<file path="src/rtl/ptw_pkg.sv">
package ptw_pkg;
  typedef enum logic [1:0] {
    FLT_NONE     = 2'd0,
    FLT_NONCANON = 2'd1,
    FLT_ABSENT   = 2'd2
  } fault_e;

  typedef enum logic [1:0] {
    ST_IDLE,
    ST_ISSUE,
    ST_WAIT,
    ST_RESP
  } state_e;

  localparam int unsigned PG_SHIFT = 12;
  localparam int unsigned IDX_W    = 9;

  function automatic int unsigned lvl_count(input int unsigned k);
    return (k - PG_SHIFT + IDX_W - 1) / IDX_W;
  endfunction
endpackage

</file>
<file path="src/rtl/ptw_canon_chk.sv">
module ptw_canon_chk #(
  parameter int unsigned VA_W   = 64,
  parameter int unsigned ADDR_W = 48
) (
  input  logic [VA_W-1:0] vaddr_i,
  output logic            canon_o
);
  localparam int unsigned HI_W = VA_W - ADDR_W + 1;

  logic [HI_W-1:0] hi;
  assign hi      = vaddr_i[VA_W-1:ADDR_W-1];
  assign canon_o = (&hi) | ~(|hi);
endmodule

</file>
<file path="src/rtl/ptw_idx_sel.sv">
module ptw_idx_sel #(
  parameter int unsigned VA_W   = 64,
  parameter int unsigned ADDR_W = 48,
  parameter int unsigned LEVELS = 4,
  parameter int unsigned LVL_W  = 2
) (
  input  logic [VA_W-1:0]  vaddr_i,
  input  logic [LVL_W-1:0] lvl_i,
  output logic [8:0]       idx_o
);
  import ptw_pkg::*;
  localparam int unsigned TOP_W = ADDR_W - PG_SHIFT - IDX_W * (LEVELS - 1);

  logic [8:0] fld [LEVELS];

  for (genvar l = 0; l < LEVELS; l++) begin : g_fld
    localparam int unsigned LSB = PG_SHIFT + IDX_W * (LEVELS - 1 - l);
    if (l == 0 && TOP_W < IDX_W) begin : g_top_narrow
      assign fld[l] = {{(IDX_W - TOP_W){1'b0}}, vaddr_i[LSB+TOP_W-1:LSB]};
    end else begin : g_full
      assign fld[l] = vaddr_i[LSB+IDX_W-1:LSB];
    end
  end

  always_comb begin
    idx_o = '0;
    for (int l = 0; l < LEVELS; l++) begin
      if (lvl_i == LVL_W'(l)) idx_o = fld[l];
    end
  end
endmodule

</file>
<file path="src/rtl/ptw_entry_addr.sv">
module ptw_entry_addr #(
  parameter int unsigned PA_W = 52
) (
  input  logic [PA_W-13:0] base_i,
  input  logic [8:0]       idx_i,
  output logic [PA_W-1:0]  addr_o
);
  // base is page aligned, so base + idx*8 is a plain concatenation
  assign addr_o = {base_i, idx_i, 3'b000};
endmodule

</file>
<file path="src/rtl/ptw_walker.sv">
module ptw_walker #(
  parameter int unsigned ADDR_W = 48,
  parameter int unsigned PA_W   = 52,
  localparam int unsigned LEVELS = ptw_pkg::lvl_count(ADDR_W),
  localparam int unsigned LVL_W  = (LEVELS > 1) ? $clog2(LEVELS) : 1
) (
  input  logic             clk_i,
  input  logic             rst_ni,
  input  logic [PA_W-1:0]  root_ptr_i,
  input  logic             req_valid_i,
  output logic             req_ready_o,
  input  logic [63:0]      req_vaddr_i,
  output logic             mem_req_o,
  output logic [PA_W-1:0]  mem_addr_o,
  input  logic             mem_rvalid_i,
  input  logic [63:0]      mem_rdata_i,
  output logic             done_o,
  output logic             fault_o,
  output logic [1:0]       fault_code_o,
  output logic [LVL_W-1:0] fault_level_o,
  output logic [PA_W-1:0]  paddr_o
);
  import ptw_pkg::*;
  localparam int unsigned VA_W   = 64;
  localparam int unsigned BASE_W = PA_W - PG_SHIFT;
  localparam logic [LVL_W-1:0] LAST_LVL = LVL_W'(LEVELS - 1);

  state_e            state_q;
  logic [VA_W-1:0]   vaddr_q;
  logic [BASE_W-1:0] base_q;
  logic [LVL_W-1:0]  lvl_q;
  fault_e            code_q;
  logic [LVL_W-1:0]  flvl_q;
  logic [PA_W-1:0]   paddr_q;

  logic       canon;
  logic [8:0] idx;
  logic       entry_ok;

  ptw_canon_chk #(.VA_W(VA_W), .ADDR_W(ADDR_W)) u_canon (
    .vaddr_i (req_vaddr_i),
    .canon_o (canon)
  );

  ptw_idx_sel #(.VA_W(VA_W), .ADDR_W(ADDR_W), .LEVELS(LEVELS), .LVL_W(LVL_W)) u_idx (
    .vaddr_i (vaddr_q),
    .lvl_i   (lvl_q),
    .idx_o   (idx)
  );

  ptw_entry_addr #(.PA_W(PA_W)) u_eaddr (
    .base_i (base_q),
    .idx_i  (idx),
    .addr_o (mem_addr_o)
  );

  assign entry_ok = mem_rdata_i[0];

  always_ff @(posedge clk_i or negedge rst_ni) begin
    if (!rst_ni) begin
      state_q <= ST_IDLE;
      vaddr_q <= '0;
      base_q  <= '0;
      lvl_q   <= '0;
      code_q  <= FLT_NONE;
      flvl_q  <= '0;
      paddr_q <= '0;
    end else begin
      unique case (state_q)
        ST_IDLE: begin
          if (req_valid_i) begin
            vaddr_q <= req_vaddr_i;
            base_q  <= root_ptr_i[PA_W-1:PG_SHIFT];
            lvl_q   <= '0;
            flvl_q  <= '0;
            paddr_q <= '0;
            if (!canon) begin
              code_q  <= FLT_NONCANON;
              state_q <= ST_RESP;
            end else begin
              code_q  <= FLT_NONE;
              state_q <= ST_ISSUE;
            end
          end
        end
        ST_ISSUE: state_q <= ST_WAIT;
        ST_WAIT: begin
          if (mem_rvalid_i) begin
            if (!entry_ok) begin
              code_q  <= FLT_ABSENT;
              flvl_q  <= lvl_q;
              state_q <= ST_RESP;
            end else begin
              base_q <= mem_rdata_i[PA_W-1:PG_SHIFT];
              if (lvl_q == LAST_LVL) begin
                paddr_q <= {mem_rdata_i[PA_W-1:PG_SHIFT], vaddr_q[PG_SHIFT-1:0]};
                state_q <= ST_RESP;
              end else begin
                lvl_q   <= lvl_q + 1'b1;
                state_q <= ST_ISSUE;
              end
            end
          end
        end
        ST_RESP: state_q <= ST_IDLE;
        default: state_q <= ST_IDLE;
      endcase
    end
  end

  assign req_ready_o   = (state_q == ST_IDLE);
  assign mem_req_o     = (state_q == ST_ISSUE);
  assign done_o        = (state_q == ST_RESP);
  assign fault_code_o  = code_q;
  assign fault_o       = done_o && (code_q != FLT_NONE);
  assign fault_level_o = flvl_q;
  assign paddr_o       = paddr_q;
endmodule

</file>
<file path="config.mk">
export PLATFORM = sky130hd
export DESIGN_NAME = ptw_walker
export DESIGN_NICKNAME = d
export VERILOG_FILES = /design/src/rtl/ptw_pkg.sv /design/src/rtl/ptw_canon_chk.sv /design/src/rtl/ptw_idx_sel.sv /design/src/rtl/ptw_entry_addr.sv /design/src/rtl/ptw_walker.sv
export SDC_FILE = /design/constraint.sdc
export NUM_CORES = 1
export LEC_CHECK = 0
export CORE_ASPECT_RATIO = 1.25
export CORE_MARGIN = 8
export CORE_UTILIZATION = 37
export CTS_CLUSTER_DIAMETER = 30
export DETAILED_ROUTE_END_ITERATION = 8
export PLACE_DENSITY = 0.79
export SYNTH_ARGS = -nofsm -noshare
export SYNTH_HDL_FRONTEND = slang
export SYNTH_SLANG_ARGS = --single-unit
</file>
<file path="constraint.sdc">
create_clock -name clk_i -period 1.6 [get_ports clk_i]
set_input_delay 0.32 -clock clk_i [delete_from_list [all_inputs] [get_ports clk_i]]
set_output_delay 0.32 -clock clk_i [all_outputs]
set_load 0.01 [all_outputs]
</file>
==> results of run 1 <==
-- worst max-delay path by stage --
stage	from	endpoint	slack [ns]	cells after the start
after floorplan	lvl_q[1]	mem_addr_o[7]	-0.009	7
after global placement	lvl_q[0]	mem_addr_o[9]	-0.50	8
after detailed placement	lvl_q[0]	mem_addr_o[4]	-0.54	9
after CTS	lvl_q[0]	mem_addr_o[6]	-0.58	8
after global routing	lvl_q[0]	mem_addr_o[4]	-0.73	8
final	lvl_q[0]	mem_addr_o[4]	-0.66	8
-- repair_timing --
item                                    4_1_cts  5_1_grt
gates cloned                                 12        7
pin swaps                                    14       55
setup buffers                                27       20
resized for setup                           237      112
endpoints found under the hold margin        30        0
endpoints found under the setup margin      186      146
hold buffers                                  1        0
-- flip-flops by register name, summed over array words and instances, names as in the netlist --
signal         flops
fault_level_o      2
vaddr_q           48
lvl_q              2
fault_code_o       2
state_q            2
paddr_o           52
base_q            40
-- cell families after synthesis --
kind of cell / after synthesis / synth area share
mux: 1 / 0.00180
compound gates: 134 / 0.132
flops: 148 / 0.591
other cells: 1 / 0.000598
buf+inv: 52 / 0.0447
simple gates: 354 / 0.221
fa+ha+maj: 4 / 0.00799
-- worst register-to-register path, delay by kind of cell, from the launching register on --
family / cells / cell delay (ns)
AND/OR/NAND/NOR: 1 / 0.05
flip-flops: 1 / 0.44
adder cells (fa/ha/maj): 1 / 0.17
AO/OA/AOI/OAI: 2 / 0.27
buffers and inverters: 8 / 1.11
-- per-layer routing --
| metal | GRT usage | wire (um) | up-vias |
|---|---|---|---|
| li1 | - | - | 2980 |
| met1 | 0.222 | 9080 | 3060 |
| met2 | 0.366 | 12900 | 274 |
| met3 | 0.0730 | 1650 | 50 |
| met4 | 0.0823 | 824 | 0 |
| met5 | 0 | 0 | - |
-- stage by stage --
step                instance area (um2)  hold slack (ns)  utilization
global route                      11400            0.392        0.681
CTS                               10800            0.373        0.648
global placement                   9440            0.249        0.565
finish                            11400            0.374        0.681
detailed placement                 9440            0.250        0.565
floorplan                          6320           0.0244            -
-- cells in the final DEF (no fill, tap or decap), drive strengths merged, types with 7 or more instances in the layout --
cell           netlist  routed
nand2              278     278
dfrtp              148     148
clkdlybuf4s50        0     147
buf                 33     113
dlygate4sd2          0      96
nor2                55      55
o21ai               52      52
a31oi               40      40
clkbuf              15      26
a21oi               15      15
a22o                13      13
a22oi               10      10
bufinv               0       7
-- cell type report --
class | instances | area (um2) | area share
clock buffers | 19 | 443 | 0.0389
clock inverters | 12 | 250 | 0.0220
inverters | 4 | 15.0 | 0.00132
multi-input cells | 496 | 2670 | 0.235
flip-flops and latches | 148 | 3700 | 0.326
well taps | 220 | 275 | 0.0242
repair buffers | 365 | 4020 | 0.353
-- power by group through the flow --
stage	logic (mW)	registers [mW]	clock network (mW)
floorplan	3.71	6.36	0
global placement	8.22	6.10	0
detailed placement	8.40	6.15	0
CTS	9.69	6.07	4.76
global route	11.7	6.28	4.95
finish	10.9	6.12	4.72
==> qor.tcl, run 1 <==
set qor(status) {complete, but fails checks}
set qor(failed_checks) {negative setup slack}
set qor(maximum_level_of_the_cts_h_tree) 4
set qor(core_area_mm2) 0.0167
set qor(cts_buffers) 17
set qor(route.final.wire_length_mm) 24.4
set qor(layout.nets) 1220
set qor(path_cells) {inv_2, ha_4, nor2b_4, a22oi_2, nor2_1, a21oi_1, o21ai_2, buf_6}
set qor(sw_frac_of_total) 0.361
set qor(crit_family) {flip-flops}
set qor(dp_slack_ns) -0.543
set qor(synth.distinct_cells) 32
set qor(synth_commonest_cells) {sky130_fd_sc_hd__nand2_1 (278), sky130_fd_sc_hd__dfrtp_1 (148), sky130_fd_sc_hd__nor2_1 (55), sky130_fd_sc_hd__o21ai_0 (51), sky130_fd_sc_hd__a31oi_1 (40)}
set qor(syn_to_final_growth_pct) 81.5
set qor(firstDrtPassIters) 6
set qor(timing_hold_violations_final) 0
set qor(p_leak_nw) 5.49
set qor(route.vias.total) 6364
set qor(avgRoutedWirePerCell_um) 19.3
set qor(antenna_found_initial) 0
set qor(final.setup_skew_ns) 0.00743
set qor(ys_ff_latch) 148
set qor(post_route_cells_drive_above_1_share) 0.227
set qor(async_flop_share) 1.00
set qor(cts.reportedPaths.clkPinSlew_ns) 0.06
set qor(seqPwrFrac) 0.281
set qor(r2r-end) {paddr_o[30]}
set qor(cp-end-kind) {output port}
set qor(rsz0062_at_grt) {yes}
set qor(timing.fmax_mhz) 442
set qor(netSwitchingPower_mw) 7.85
set qor(synthDominantAreaCellType) {sky130_fd_sc_hd__dfrtp_1}
set qor(globalRouteTotalUtil) 0.207
set qor(synth_seq_area_share) 0.591
set qor(clkLatencyLatePin_ns) 0.42
set qor(intPower_mw) 13.9
set qor(synthesis.area_mm2) 0.00627
set qor(cp_slowest_cell) {sky130_fd_sc_hd__dfrtp_2}
set qor(post-synth-top-count-cell) {sky130_fd_sc_hd__nand2_1}
set qor(cts_num_sinks) 148
set qor(first_pass_grt_wire_length_mm) 34.8
set qor(yosysTopAreaCellShare) 0.591
set qor(grt_pass1_vias) 6352
set qor(postRouteAntennaNets) 0
set qor(diodes) 0
set qor(ff2ff_setup_slack_ns) -0.52
set qor(synthesis.instances) 694
set qor(number_of_synthesized_flops_with_an_enable_pin) 0
set qor(clk_path_buf_depth) 2
set qor(min_path_type) {in2async}
set qor(finalWeightedCongestion) 0.871
set qor(cp.required_ns) 1.28
set qor(final_critical_path_setup_slack_ns) -0.660
set qor(grt_max_degree) 42
set qor(arrival_ns) 1.94
set qor(synthesis.yosys.warnings) 0
set qor(setup_viol_count_final) 143
set qor(cp-start-kind) {flip-flop}
set qor(critical_path_peak_fanout) 8
set qor(power.ir.vdd_worst_mv) 0.957
set qor(synth_top_cells_by_area) {sky130_fd_sc_hd__dfrtp_1 (59%), sky130_fd_sc_hd__nand2_1 (17%), sky130_fd_sc_hd__o21ai_0 (4.1%)}
set qor(power.share.combinational) 0.502
set qor(clock_tree.root_cell) {sky130_fd_sc_hd__clkbuf_16}
set qor(setup_total_negative_slack_ns) -35.11
set qor(globalRouteOverflowTotal) 0
set qor(drt_drc_violations_left) 0
set qor(final_period_minus_worst_setup_slack_ns) 2.26
set qor(initial_utilization) 0.375
set qor(period_share) 1.41
set qor(detailedRoute.firstIterationViolations) 408
set qor(cts_tree) {built}
set qor(max_stage_delay_ns) 0.44
set qor(report.power.total_mw) 21.7
set qor(synth.avg_cell_area_um2) 9.03
set qor(worst_r2r_path_depth) 12
set qor(placedCellCount) 1175
set qor(floorplan.die_area_mm2) 0.0214
set qor(fill_cells) 1267
set qor(detail_route.vias_per_cell) 5.03
set qor(io_buffers) 257
set qor(die_h_um) 161
set qor(timing.critical_path.buf_inv) 2
set qor(die_width_um) 132
set qor(dominantRegCellSynth) {sky130_fd_sc_hd__dfrtp_1}
set qor(path_class) {reg2out}
set qor(floorplan.rows) 53
set qor(power_frac_clock) 0.217
set qor(hpwl_mm) 15.5
set qor(final_max_slew_viol_count) 0
set qor(io_pins) 296
set qor(source_of_the_worst_register_to_register_timing_path) {lvl_q[0]}
set qor(power_density_mw_per_mm2) 1910
set qor(layout.cells.non_filler) 1264
set qor(cap_violations) 0
Note: power is estimated with default switching activity, not from simulation.
==> run 2: changes to the inputs <==
Settings changed: GPL_TIMING_DRIVEN set to 0.
==> run 2 against run 1 <==
The run still ends with negative setup slack left; final area shrank 4.3%; via count shrank 2.4%; critical path depth grew 1; first-iteration DRC count shrank 12%; die area is the same; sequential power grew 2%; flip-flop and latch count is the same; combinational power shrank 6%; clock power shrank 20%; setup slack gained 0.074 ns; power shrank 7.1%; sequential share of layout area grew 1.5 points; critical endpoint is now mem_addr_o[9].
==> qor.tcl, run 2 (synthesis gave the netlist of run 1 again) <==
set qor(clock_tree.root_cell) {sky130_fd_sc_hd__clkbuf_16} ;# unchanged
set qor(layout.nets) 1199 ;# was 1220
set qor(failed_checks) {negative setup slack} ;# unchanged
set qor(avgRoutedWirePerCell_um) 18.7 ;# was 19.3 um
set qor(cp.required_ns) 1.28 ;# about the same
set qor(fill_cells) 1387 ;# was 1267
set qor(max_slew.worst_pin.slew_ns) 0.661
set qor(clk_path_buf_depth) 2 ;# unchanged
set qor(die_width_um) 132 ;# unchanged
set qor(first_pass_grt_wire_length_mm) 35.3 ;# was 34.8 mm
set qor(cts_buffers) 17 ;# unchanged
set qor(initial_utilization) 0.375 ;# unchanged
set qor(min_path_type) {in2reg} ;# was in2async
set qor(clkLatencyLatePin_ns) 0.41 ;# was 0.42 ns
set qor(final_cell_area_mm2) 0.0109 ;# was 0.0114 mm2
set qor(final_common_cell) {sky130_fd_sc_hd__nand2_1} ;# unchanged
set qor(floorplan.rows) 53 ;# unchanged
set qor(antenna_found_initial) 0 ;# unchanged
set qor(io_buffers) 257 ;# unchanged
set qor(source_of_the_worst_register_to_register_timing_path) {state_q[1]} ;# was lvl_q[0]
set qor(syn_to_final_growth_pct) 73.7 ;# was 81.5%
set qor(r2r-end) {paddr_o[10]} ;# was paddr_o[30]
set qor(postRouteAntennaNets) 0 ;# unchanged
set qor(timing.critical_path.from) {lvl_q[0]} ;# unchanged
set qor(setup_viol_count_final) 80 ;# was 143
set qor(path_class) {reg2out} ;# unchanged
set qor(grt_max_degree) 80 ;# was 42
set qor(ff2ff_setup_slack_ns) -0.10 ;# was -0.52 ns
set qor(period_share) 1.37 ;# was 1.41
set qor(final_critical_path_setup_slack_ns) -0.586 ;# was -0.660 ns
set qor(p_leak_nw) 5.12 ;# was 5.49 nW
set qor(route.final.wire_length_mm) 23.2 ;# was 24.4 mm
set qor(cts_num_sinks) 148 ;# unchanged
set qor(cap_violations) 0 ;# unchanged
set qor(finalWeightedCongestion) 0.802 ;# was 0.871
set qor(power.share.combinational) 0.503 ;# was 0.502
set qor(final_util) 0.651 ;# was 0.681
set qor(layout.cells.most_common_list) {sky130_fd_sc_hd__nand2_1 (276), sky130_fd_sc_hd__clkdlybuf4s50_1 (147), sky130_fd_sc_hd__dfrtp_1 (145)} ;# was sky130_fd_sc_hd__nand2_1 (237), sky130_fd_sc_hd__dfrtp_1 (147), sky130_fd_sc_hd__clkdlybuf4s50_1 (147)
set qor(cts_tree) {built} ;# unchanged
set qor(final_period_minus_worst_setup_slack_ns) 2.19 ;# was 2.26 ns
set qor(firstDrtPassIters) 4 ;# was 6
set qor(sw_frac_of_total) 0.386 ;# was 0.361
set qor(power_density_mw_per_mm2) 1850 ;# was 1910 mW/mm2
set qor(setup_total_negative_slack_ns) -8.19 ;# was -35.11 ns
set qor(route.vias.total) 6212 ;# was 6364
set qor(maximum_level_of_the_cts_h_tree) 4 ;# unchanged
set qor(final_max_slew_viol_count) 0 ;# unchanged
set qor(report.power.total_mw) 20.2 ;# was 21.7 mW
set qor(cp-end-kind) {output port} ;# unchanged
set qor(diodes) 0 ;# unchanged
set qor(core_area_mm2) 0.0167 ;# unchanged
set qor(floorplan.die_area_mm2) 0.0214 ;# unchanged
set qor(netSwitchingPower_mw) 7.79 ;# was 7.85 mW
set qor(worst_r2r_path_depth) 7 ;# was 12
set qor(seqPwrFrac) 0.310 ;# was 0.281
set qor(drt_drc_violations_left) 0 ;# unchanged
set qor(cp-start-kind) {flip-flop} ;# unchanged
set qor(worst_slew_margin_rel) 0.559
set qor(status) {complete, but fails checks} ;# unchanged
set qor(die_h_um) 161 ;# unchanged
set qor(rsz0062_at_grt) {yes} ;# unchanged
set qor(power.ir.vdd_worst_mv) 0.973 ;# was 0.957 mV
set qor(post_route_cells_drive_above_1_share) 0.211 ;# was 0.227
set qor(cts.reportedPaths.clkPinSlew_ns) 0.06 ;# about the same
set qor(globalRouteOverflowTotal) 0 ;# unchanged
set qor(final.setup_skew_ns) 0.0103 ;# was 0.00743 ns
set qor(globalRouteTotalUtil) 0.207 ;# about the same
set qor(power_frac_clock) 0.187 ;# was 0.217
set qor(intPower_mw) 12.4 ;# was 13.9 mW
set qor(arrival_ns) 1.87 ;# was 1.94 ns
set qor(io_pins) 296 ;# unchanged
set qor(largest_reg_flops) 52 ;# unchanged
set qor(timing.fmax_mhz) 457 ;# was 442 MHz
set qor(placedInstanceArea_mm2) 0.00920 ;# was 0.00944 mm2
set qor(grt_pass1_vias) 6576 ;# was 6352
set qor(critical_path_peak_fanout) 8 ;# unchanged
set qor(timing_hold_violations_final) 0 ;# unchanged
set qor(critical_path_endpoint) {mem_addr_o[9]} ;# was mem_addr_o[4]
set qor(detailedRoute.firstIterationViolations) 358 ;# was 408
set qor(hold_path_depth) 3
set qor(hpwl_mm) 16.2 ;# was 15.5 mm
set qor(detail_route.vias_per_cell) 4.99 ;# was 5.03
-- run 2: cell count changes in the layout (fill, tap and decap cells not counted), sizes merged --
cell      before  now
buf          113   77
bufbuf         1    0
bufinv         7    1
clkbuf        26   43
clkinv         3    6
clkinvlp       0    3
-- run 2: stage by stage --
| step | setup slack, ns | instances | hold WS [ns] |
|---|---|---|---|
| CTS | -0.702 | 1227 | 0.407 |
| finish | -0.586 | 1244 | 0.428 |
| floorplan | -0.00862 | 696 | 0.0244 |
| global placement | -5.78 | 1173 | 0.458 |
| detailed placement | -0.749 | 1174 | 0.368 |
| global route | -0.692 | 1244 | 0.412 |
-- run 2: routing by layer --
layer / track usage / up-vias / wire (um) / share of wire
li1: - / 2942 / - / -
met1: 0.236 / 3003 / 9260 / 0.40
met2: 0.366 / 231 / 12100 / 0.52
met3: 0.0609 / 36 / 1430 / 0.062
met4: 0.0626 / 0 / 459 / 0.020
met5: 0 / - / 0 / 0
-- run 2: layout make-up --
type	count	area (um2)	share of cell area
sequential	148	3710	0.341
timing repair buffer	299	3050	0.280
multi-input combinational	496	2730	0.251
buffer	45	548	0.0503
clock buffer	20	457	0.0420
tap	220	275	0.0253
clock inverter	12	104	0.00954
inverter	4	15.0	0.00138
-- run 2: worst min-delay path by stage --
| stage | slack [ns] | to | start |
|---|---|---|---|
| after CTS | 0.41 | vaddr_q[2] | req_vaddr_i[2] |
| after global placement | 0.46 | vaddr_q[29] | vaddr_q[29] |
| final | 0.43 | vaddr_q[2] | req_vaddr_i[2] |
| after detailed placement | 0.37 | vaddr_q[8] | rst_ni |
| after floorplan | 0.02 | base_q[0] | rst_ni |
| after global routing | 0.41 | vaddr_q[2] | req_vaddr_i[2] |
-- run 2: timing repair --
item / in CTS / in global routing
hold buffers: 1 / 0
cloned: 1 / 13
hold endpoints to repair: 69 / 0
pin swaps: 14 / 27
gates resized for setup: 244 / 133
setup endpoints to repair: 220 / 136
buffers inserted: 20 / 7
-- run 2: critical path, stage by stage (launching register included) --
cell	delay (ns)
sky130_fd_sc_hd__dfrtp_2	0.41
sky130_fd_sc_hd__inv_2	0.07
sky130_fd_sc_hd__ha_4	0.16
sky130_fd_sc_hd__nor2b_4	0.13
sky130_fd_sc_hd__buf_12	0.13
sky130_fd_sc_hd__a22oi_2	0.18
sky130_fd_sc_hd__nor2_2	0.06
sky130_fd_sc_hd__a21oi_2	0.11
sky130_fd_sc_hd__o21ai_2	0.06
sky130_fd_sc_hd__buf_2	0.13
-- run 2: power groups by stage --
stage / combinational [mW] / sequential [mW] / clock (mW)
after global routing: 11.0 / 6.41 / 4.03
after global placement: 7.95 / 6.10 / 0
final: 10.2 / 6.25 / 3.78
after detailed placement: 8.11 / 6.18 / 0
after floorplan: 3.71 / 6.36 / 0
after CTS: 8.52 / 6.08 / 3.85
